--- config.mk ---
export PLATFORM = sky130hd
export DESIGN_NAME = bcbus_serializer
export DESIGN_NICKNAME = d
export VERILOG_FILES = /design/src/rtl/bcbus_serializer.sv
export SDC_FILE = /design/constraint.sdc
export NUM_CORES = 1
export LEC_CHECK = 0
export ABC_AREA = 0
export BUFFER_PORTS_ARGS = -buffer_cell sky130_fd_sc_hd__clkbuf_2
export CAP_MARGIN = 20
export CORE_MARGIN = 8
export CORE_UTILIZATION = 45
export CTS_BUF_LIST = sky130_fd_sc_hd__clkbuf_8
export DETAILED_ROUTE_END_ITERATION = 6
export PLACE_DENSITY = 0.71
export SYNTH_ARGS = -nofsm -noshare
export SYNTH_HDL_FRONTEND = slang
export SYNTH_SLANG_ARGS = --single-unit
--- constraint.sdc ---
create_clock -name clk -period 3.68 [get_ports clk]
set_input_delay 0.736 -clock clk [delete_from_list [all_inputs] [get_ports clk]]
set_output_delay 0.736 -clock clk [all_outputs]
set_load 0.05 [all_outputs]
--- src/rtl/bcbus_serializer.sv ---
module bcbus_serializer #(
  parameter int BEAT_W     = 4,
  parameter int ADDR_BEATS = 3
) (
  input  logic                         clk,
  input  logic                         rst_n,
  input  logic                         cw_valid,
  output logic                         cw_ready,
  input  logic                         cw_mrs,
  input  logic [BEAT_W*ADDR_BEATS-1:0] cw_addr,
  input  logic                         rw_valid,
  output logic                         rw_ready,
  input  logic                         rw_wr,
  input  logic [BEAT_W*ADDR_BEATS-1:0] rw_addr,
  input  logic [BEAT_W-1:0]            rw_qual,
  output logic [BEAT_W-1:0]            bus_dat,
  output logic                         bus_par,
  output logic [3:0]                   bus_ctl
);
  localparam int DATA_BEATS  = ADDR_BEATS + 2;
  localparam int FRAME_BEATS = DATA_BEATS + 1;
  localparam int FRAME_W     = BEAT_W * DATA_BEATS;
  localparam int CNT_W       = $clog2(FRAME_BEATS + 1);
  localparam logic [BEAT_W-1:0] T_BCW = BEAT_W'(1);
  localparam logic [BEAT_W-1:0] T_MRS = BEAT_W'(2);
  localparam logic [BEAT_W-1:0] T_RD  = BEAT_W'(4);
  localparam logic [BEAT_W-1:0] T_WR  = BEAT_W'(8);
  localparam logic [BEAT_W-1:0] NOP   = {BEAT_W{1'b1}};

  logic [CNT_W-1:0]   beat;
  logic [FRAME_W-1:0] frame, new_frame;
  logic               par_q, is_rw;

  wire busy = beat != '0;
  wire last = beat == CNT_W'(FRAME_BEATS);
  wire take = rw_ready && (rw_valid || cw_valid);

  assign rw_ready = !busy || last;
  assign cw_ready = rw_ready && !rw_valid;

  always_comb begin
    if (rw_valid) new_frame = {rw_wr ? T_WR : T_RD, rw_addr, rw_qual};
    else          new_frame = {cw_mrs ? T_MRS : T_BCW, cw_addr, {BEAT_W{1'b0}}};
  end

  always_ff @(posedge clk) begin
    if (!rst_n) begin
      beat  <= '0;
      frame <= '0;
      par_q <= 1'b0;
      is_rw <= 1'b0;
    end else if (take) begin
      beat  <= CNT_W'(1);
      frame <= new_frame;
      par_q <= ^new_frame;
      is_rw <= rw_valid;
    end else if (busy) begin
      beat  <= last ? '0 : beat + CNT_W'(1);
      frame <= frame << BEAT_W;
    end
  end

  assign bus_dat = !busy ? NOP : last ? '0 : frame[FRAME_W-1 -: BEAT_W];
  assign bus_par = last && par_q;
  assign bus_ctl = {busy && is_rw, last, busy, beat == CNT_W'(1)};
endmodule


* Word level (Yosys, flattened, before mapping)
Cells that the tools add are included.
** Operators by class
- Eq/ne operators :: 2
- Reductions and logical operators :: 12
- Bitwise logic cells :: 1
- Multiplexer cells :: 10
- Add/sub/neg operators :: 1
** Operators by type and width (count)
- 20-bit 2-to-1 mux :: 3
- 20-bit XOR reduction :: 1
- 4-bit 2-to-1 mux :: 3
- 1-bit logical AND :: 4
- 3-bit by 1-bit adder with 3-bit output (second input constant) :: 1
- 3-bit by 1-bit equality test with 1-bit output (second input constant) :: 1
- 3-bit equality test (second input constant) :: 1
- 3-bit 2-to-1 mux :: 1
- 3-bit nonzero test :: 1
- 1-bit logical NOT :: 2
- 1-bit logical OR :: 2
- 1-bit 2-to-1 mux :: 2
- 2-bit 2-to-1 mux :: 1
- 2-bit nonzero test :: 1
- 2-bit OR reduction :: 1
- 1-bit inverter :: 1
** Storage, ports and cells
- Flip-flop bits (word level) :: 25

* Logic depth before layout (Yosys ltp)
Gate-level depths: netlist of run 1.
- Depth after elaboration :: 5
- Gate-level depth with buffers :: 8
- Gate-level depth less buffers :: 6

* Worst setup path after synthesis of run 1
Ideal clock, no wire load.
- Path type :: input -> output
- Start :: input rw_valid
- End :: output cw_ready
- Path slack :: 0.928 ns
- Stages :: 4
- Arrival :: 2.016 ns
- Cell sequence :: buf_6 -> buf_2 -> buf_2 -> nor2b_1
** Between the ends
- Longest elaborated chain between the ends :: 2
** RTL lines
- from (decl) :: line 11 : input logic rw_valid,
- 1-bit logical NOT :: line 39 : assign cw_ready = rw_ready && !rw_valid;
- 1-bit logical AND :: line 39
- to (decl) :: line 8 : output logic cw_ready,
Every way passes these cells.

* Worst setup path after layout of run 1
Same ends and word-level chain as after synthesis.

==> flow_metrics.tcl, run 1 <==
set metrics [dict create \
    outcome "finished, final reports clean" \
    end_kind "output port" \
    yosysSeqAreaShare_pct 31.9 \
    die_width_um 75.0 \
    hold_buffers 0 \
    yosys_warnings 0 \
    synth_mux_area_share_pct 8.94 \
    wl_per_cell_um 12.8 \
    synth-edff-count 0 \
    cts_buffer_depth 2 \
    holdCritPathClass "register to register" \
    skew_ps 1.74 \
    overflow 0 \
    core_area_um2 3340 \
    ys.flop_type "dfxtp_1" \
    rows 21 \
    ys_async_sr_fraction_pct 0 \
    total_leakage_power_nw 0.775 \
    min_period_ps 2540 \
    post_cts_resized 0 \
    synth-xor-area-share_pct 11.5 \
    r2r_start "beat[2]" \
    dpl.hpwl_mm 2.66 \
    slew_viol_final 0 \
    vias_per_cell 5.02 \
    numCtsBuffers 3 \
    r2r_cells 6 \
    insertion_delay_ps 270 \
    drive_gt1_share_pct 24.5 \
    fin_crit_sh_pct 68.9 \
    synth_top_family_by_area "compound AO/OA/AOI/OAI gates" \
    setup_violations 0 \
    vias 1336 \
    synthDistinctLibCells 33 \
    worstPathArrival_ps 1800 \
    slew_headroom_pct 49.4 \
    max_freq_mhz 394 \
    path_class "input pin to output port" \
    final_nets 255 \
    gp_congestion 0.722 \
    ir_drop_uv 353 \
    initialDrtViolationCount 68 \
    cts_sinks 25 \
    root_buffer "clkbuf_8" \
    worst_pin_slew_ps 758 \
    ant_nets 0 \
    syn-cell-area_um2 1570 \
    cts_setup_buffers 0 \
    synth_simple_gate_area_share_pct 20.6 \
    start_kind "input pin" \
    firstDrtPassIters 4 \
    die_y_um 75.0 \
    hold_path_depth 2 \
    drc 0 \
    portBuffers 44 \
    ios 45 \
    drv_cap 0 \
    ys_ff_latch 25 \
    cp_max_fo 25 \
    synth_fa_ha_area_share_pct 0 \
    antenna_found_initial 0 \
    design_area_um2 1810 \
    cts.reportedPaths.clkPinSlew_ps 90 \
    avgSynthCellArea_um2 8.47 \
    grt_pass1_vias 1179 \
    htree_num_levels 1 \
    tns_ps 0 \
    grt_use_total_pct 12.1 \
    cts_tree "done" \
    hold_path.startpoint "frame[10]" \
    grt_pass1_wl_mm 5.38 \
    syn2layout_area_growth_pct 15.5 \
    wirelength_mm 3.40 \
    postSynthNetCount 219 \
    die-area_um2 5630 \
    r2r_end "frame[14]" \
    syn-instance-count 185 \
    holdPathEnd "frame[10]" \
    grt_max_degree 28 \
    powerDensity_nw_per_um2 570 \
    initial_utilization_pct 47.0 \
    place_area_um2 1760 \
    rsz0062_at_grt "no" \
    rrSetupSlack_ps 1690 \
    insertedDiodeCount 0 \
    crit_required_ps 2940 \
    hold_viol 0 \
    synth_compound_area_share_pct 21.1 \
]
## critical path, stage by stage
cell      delay, ps
clkbuf_2        370
nor2b_1         350
clkbuf_2        330
## cell type report
class / count / area, µm²
inverter: 3 / 11.3
tap: 46 / 57.6
sequential: 25 / 500
timing repair buffer: 44 / 220
clock buffer: 3 / 41.3
fill: 350 / 1530
clock inverter: 1 / 5.00
multi-input combinational: 144 / 975
## worst max-delay path by stage
stage | start | endpoint | slack [ps]
finish | rw_valid | cw_ready | 1140
floorplan | rw_valid | cw_ready | 930
global route | rw_valid | cw_ready | 1080
global placement | rw_valid | par_q | 1090
detailed placement | rw_valid | frame[5] | 1100
CTS | rw_valid | cw_ready | 1130
## registers in the layout, summed over array words and instances (netlist names)
name	count
frame	20
beat	3
par_q	1
is_rw	1
## synth_stat cells, types with 5 or more instances
cell type / count / share of area (%)
nor2_1: 6 / 1.4
nand2_1: 35 / 8.4
dfxtp_1: 25 / 32
o21ai_0: 7 / 2.2
a21oi_1: 6 / 1.9
nor2b_1: 7 / 2.8
xor2_1: 5 / 2.8
buf_4: 6 / 2.9
a21boi_0: 10 / 4.8
xnor2_1: 13 / 7.3
mux2i_1: 14 / 8.9
o211ai_1: 12 / 5.7
## cell families (layout without fill, tap and decap cells)
kind of cell	count (synthesis)	in the layout
simple gates	64	64
compound gates	47	47
flops	25	25
xor+xnor	19	19
buf+inv	16	51
mux	14	14
## metal layers
layer  share of wire [%]  vias to the layer above  track usage [%]  wire length (µm)
li1                    -                      710                -                 -
met1                  46                      607             15.1              1570
met2                  49                       17             20.8              1670
met3                 4.2                        2             2.93               142
met4                0.24                        0             1.30                 8
met5                   0                        -                0                 0
## metrics by stage
stage / hold WS (ps) / total power, mW / setup slack, ps / utilization [%] / std cells
floorplan: 428 / 0.791 / 928 / - / 185
global placement: 445 / 0.873 / 1090 / 52.9 / 262
detailed placement: 442 / 0.879 / 1100 / 52.9 / 262
CTS: 455 / 1.04 / 1130 / 54.3 / 266
global route: 484 / 1.10 / 1080 / 54.3 / 266
finish: 452 / 1.03 / 1140 / 54.3 / 266
## where the power goes
| part | total (mW) | leakage (nW) | switching (mW) | internal (mW) |
|---|---|---|---|---|
| registers | 0.369 | 0.206 | 0.0388 | 0.330 |
| logic | 0.500 | 0.543 | 0.325 | 0.175 |
| clock network | 0.163 | 0.0255 | 0.0872 | 0.0757 |
| total | 1.03 | 0.775 | 0.451 | 0.581 |
## cell usage in the layout (no fill, tap or decap), types with 2 or more instances in the layout
master,count
clkbuf_8,3
nand2_1,35
a21boi_0,10
mux2i_1,14
a21boi_1,3
xor2_1,5
nor2_1,6
inv_1,2
o21a_1,2
xnor2_1,13
clkbuf_2,44
o211ai_1,12
o21ai_0,7
a21oi_1,6
and2_1,3
nor2b_1,7
nand3b_1,2
nor3b_1,4
dfxtp_1,25
a221oi_1,2
a22oi_1,4
Note: power is estimated with default switching activity, not from simulation.
==> inputs of run 2 (changes only) <==
- PLACE_DENSITY: 0.71 -> 0.73
- clock period: 3.68 -> 2.1 ns (I/O delays scaled with it)
==> flow_metrics.tcl, run 2 (same netlist as run 1, synthesis figures left out) <==
set metrics [dict create \
    cpPeakStageDelay_ps 350 \
    cts_tree "done" \
    slew_viol_final 0 \
    die-area_um2 5630 \
    vias 1373 \
    hold_path_depth 3 \
    worstPathArrival_ps 1570 \
    cts.reportedPaths.clkPinSlew_ps 90 \
    post_cts_resized 0 \
    insertedDiodeCount 0 \
    initial_utilization_pct 47.0 \
    clkPwrFrac_pct 15.0 \
    largest_register "frame" \
    crit_required_ps 1680 \
    end_kind "output port" \
    min_period_ps 1990 \
    holdPathEnd "frame[17]" \
    rows 21 \
    hold_path.startpoint "cw_mrs" \
    crit_family "simple AND/OR/NAND/NOR gates" \
    cp_slowest_cell "dfxtp_2" \
    tns_ps 0 \
    overflow 0 \
    die_width_um 75.0 \
    portBuffers 44 \
    hold_buffers 0 \
    antenna_found_initial 0 \
    grt_pass1_vias 1308 \
    fill_cells 340 \
    cts_buffer_depth 2 \
    r2r_end "frame[8]" \
    final_util_pct 56.5 \
    firstDrtPassIters 4 \
    crit_chain "or2_4, a21oi_4, nor2b_2, clkbuf_4" \
    max_freq_mhz 501 \
    largest_register_ffs 20 \
    slew_headroom_pct 72.7 \
    die_y_um 75.0 \
    cp_max_fo 6 \
    powerDensity_nw_per_um2 993 \
    ant_nets 0 \
    ios 45 \
    initialDrtViolationCount 81 \
    vias_per_cell 5.03 \
    fin_crit_sh_pct 95.0 \
    numCtsBuffers 3 \
    combinationalPowerShare_pct 50.3 \
    insertion_delay_ps 260 \
    syn2layout_area_growth_pct 20.3 \
    holdCritPathClass "input pin to register" \
    grt_use_total_pct 13.2 \
    switchingPower_mw 0.803 \
    grt_pass1_wl_mm 5.87 \
    hold_viol 0 \
    start_kind "register" \
    final_nets 262 \
    seqPwrFrac_pct 34.7 \
    ir_drop_uv 321 \
    dpl.hpwl_mm 2.74 \
    gp_congestion 0.793 \
    total_leakage_power_nw 0.815 \
    drc 0 \
    internal_power_mw 1.07 \
    grt_max_degree 28 \
    layout_commonest_cell "clkbuf_2" \
    htree_num_levels 1 \
    rsz0062_at_grt "no" \
    path_buf_inv 1 \
    skew_ps 3.05 \
    wl_per_cell_um 12.9 \
    drv_cap 0 \
    p_sw_share_pct 42.9 \
    cts_setup_buffers 0 \
    path_class "register to output port" \
    r2r_cells 7 \
    cts_sinks 25 \
    drive_gt1_share_pct 28.2 \
    rrSetupSlack_ps 510 \
    setup_violations 0 \
    reg_top3 "frame: 20 flops, beat: 3 flops" \
    outcome "finished, final reports clean" \
    root_buffer "clkbuf_8" \
    wirelength_mm 3.52 \
    core_area_um2 3340 \
    layout_common_cells "clkbuf_2 (42), nand2_1 (35), dfxtp_1 (23), mux2i_1 (14), xnor2_1 (13)" \
    worst_pin_slew_ps 409 \
    r2r_start "beat[2]" \
]
run 2: how the worst max path moves through the flow:
| stage | start | endpoint | cells past startpoint |
|---|---|---|---|
| after floorplan | beat[0] | bus_ctl[0] | 1 |
| after global placement | beat[2] | cw_ready | 4 |
| after detailed placement | rw_valid | par_q | 6 |
| after CTS | beat[1] | bus_par | 5 |
| after global routing | beat[2] | cw_ready | 4 |
| final | beat[2] | cw_ready | 4 |
run 2: area by class of cell:
class,count,area [µm²],area share (%)
sequential,25,503,26.7
multi-input combinational,144,977,51.8
tap,46,57.6,3.05
timing repair buffer,51,290,15.4
inverter,3,11.3,0.597
clock inverter,1,5.00,0.265
clock buffer,3,41.3,2.19
run 2: tightest hold or removal path, cell delays in order:
cell,delay [ps]
clkbuf_2,90
nand3_1,70
a21oi_1,50
run 2: through the flow:
step	cells	power, mW	instance area, µm²	hold WS, ps	setup WS (ps)
global route	273	2.00	1890	442	24.7
floorplan	185	1.39	1570	428	2.95
finish	273	1.87	1890	411	105
global placement	269	1.60	1830	438	329
detailed placement	269	1.60	1830	440	286
CTS	273	1.89	1880	400	29.7
run 2: per-layer routing:
metal	wire, µm	global-route usage (%)	vias up
li1	-	-	720
met1	1660	17.3	611
met2	1580	20.5	36
met3	204	1.46	6
met4	72	7.17	0
met5	0	0	-
run 2: power by group through the flow:
| stage | clock network [mW] | registers [mW] | logic (mW) |
|---|---|---|---|
| global route | 0.302 | 0.663 | 1.04 |
| CTS | 0.290 | 0.648 | 0.947 |
| global placement | 0 | 0.657 | 0.939 |
| floorplan | 0 | 0.640 | 0.747 |
| detailed placement | 0 | 0.657 | 0.943 |
| finish | 0.280 | 0.650 | 0.941 |
==> inputs of run 3 (changes only) <==
- BUFFER_PORTS_ARGS: -buffer_cell sky130_fd_sc_hd__clkbuf_2 -> default
- DONT_BUFFER_PORTS: default -> 1
- PLACE_DENSITY: 0.73 -> default
==> flow_metrics.tcl, run 3 (same netlist as run 1, synthesis figures left out) <==
set metrics [dict create \
    switchingPower_mw 0.761 \
    fill_cells 340 \
    wl_per_cell_um 15.7 \
    ios 45 \
    start_kind "register" \
    grt_use_total_pct 13.9 \
    grt_max_degree 28 \
    root_buffer "clkbuf_8" \
    cp_max_fo 7 \
    internal_power_mw 1.02 \
    initial_utilization_pct 47.0 \
    fin_crit_sh_pct 97.4 \
    place_area_um2 1640 \
    die-area_um2 5630 \
    slew_viol_final 0 \
    drc 0 \
    insertedDiodeCount 0 \
    numCtsBuffers 3 \
    layout_common_cells "nand2_1 (35), dfxtp_1 (23), mux2i_1 (14), xnor2_1 (13), o211ai_1 (12)" \
    worst_pin_slew_ps 539 \
    rows 21 \
    setup_violations 0 \
    min_period_ps 2050 \
    hold_buffers 0 \
    rrSetupSlack_ps 410 \
    ir_drop_uv 342 \
    combinationalPowerShare_pct 47.8 \
    grt_pass1_vias 1286 \
    portBuffers 0 \
    die_y_um 75.0 \
    outcome "finished, final reports clean" \
    cts_sinks 25 \
    vias 1263 \
    reg_top3 "frame: 20 flops, beat: 3 flops" \
    worstPathArrival_ps 1630 \
    power_mw 1.78 \
    cts_tree "done" \
    whs_ps 264 \
    syn2layout_area_growth_pct 7.58 \
    largest_register_ffs 20 \
    vias_per_cell 5.44 \
    layout_commonest_cell "nand2_1" \
    cts.reportedPaths.clkPinSlew_ps 90 \
    hold_viol 0 \
    end_kind "output port" \
    drv_cap 0 \
    final_nets 221 \
    crit_required_ps 1680 \
    largest_register "frame" \
    htree_num_levels 1 \
    max_freq_mhz 489 \
    die_width_um 75.0 \
    gp_congestion 0.751 \
    seqPwrFrac_pct 36.5 \
    grt_pass1_wl_mm 6.07 \
    initialDrtViolationCount 72 \
    antenna_found_initial 0 \
    rsz0062_at_grt "yes" \
    powerDensity_nw_per_um2 1060 \
    design_area_um2 1690 \
    p_sw_share_pct 42.7 \
    insertion_delay_ps 270 \
    drive_gt1_share_pct 12.4 \
    path_class "register to output port" \
    skew_ps 4.14 \
    slew_headroom_pct 63.7 \
    clkPwrFrac_pct 15.7 \
    core_area_um2 3340 \
    overflow 0 \
    wirelength_mm 3.65 \
    ant_nets 0 \
    firstDrtPassIters 4 \
    cts_buffer_depth 2 \
    dpl.hpwl_mm 2.88 \
    holdCritPathClass "input pin to register" \
    total_leakage_power_nw 0.651 \
]
[run 3: cell types whose count changed in the layout (fill, tap and decap cells not counted), sizes merged]
cell    previous run  this run
clkbuf            47         3
buf                7        10
clkinv             1         0
inv                3         4
[run 3: worst paths after layout]
path,from,to,depth (start not counted)
worst max-delay path,beat[2],bus_dat[1],4
worst min-delay path,rst_n,beat[1],1
worst max register to register,beat[2],frame[14],7
worst min register to register,frame[11],frame[11],2
[run 3: critical path, stage by stage (launching register included)]
cell and delay (ps):
dfxtp_2 360, or2_4 280, nor2_4 120, inv_2 170
nand2_1 420
[run 3: metrics by stage]
stage          utilization, %  TNS, ps  instances  setup WS (ps)
5_1_grt                  50.5    -29.2        232          -16.8
2_1_floorplan               -        0        185           2.95
3_3_place_gp             49.1        0        228            365
4_1_cts                  50.5        0        232         0.0954
6_report                 50.5        0        232           53.9
3_5_place_dp             49.1        0        228            309
[run 3: cell type report]
| cell class | count | area, µm² | area share [%] |
|---|---|---|---|
| clock inverters | 1 | 3.75 | 0.223 |
| multi-input cells | 144 | 982 | 58.2 |
| well taps | 46 | 57.6 | 3.41 |
| flip-flops and latches | 25 | 503 | 29.8 |
| clock buffers | 3 | 41.3 | 2.45 |
| inverters | 3 | 11.3 | 0.668 |
| repair buffers | 10 | 87.6 | 5.19 |
[run 3: power groups by stage]
stage | Sequential [mW] | Clock (mW) | Combinational, mW
2_1_floorplan | 0.640 | 0 | 0.747
3_3_place_gp | 0.653 | 0 | 0.846
3_5_place_dp | 0.661 | 0 | 0.861
4_1_cts | 0.651 | 0.287 | 0.863
5_1_grt | 0.668 | 0.312 | 0.939
6_report | 0.651 | 0.279 | 0.851
[run 3: routing by layer]
| metal | wire length (µm) | GRT usage (%) |
|---|---|---|
| met1 | 1520 | 17.3 |
| met2 | 1710 | 22.1 |
| met3 | 377 | 4.53 |
| met4 | 33 | 3.91 |
| met5 | 0 | 0 |
[run 3: what timing repair did]
item / CTS / global route
hold endpoints to repair: 0 / 0
endpoints found under the setup margin: 0 / 6
buffers inserted: 0 / 0
resized for setup: 0 / 2
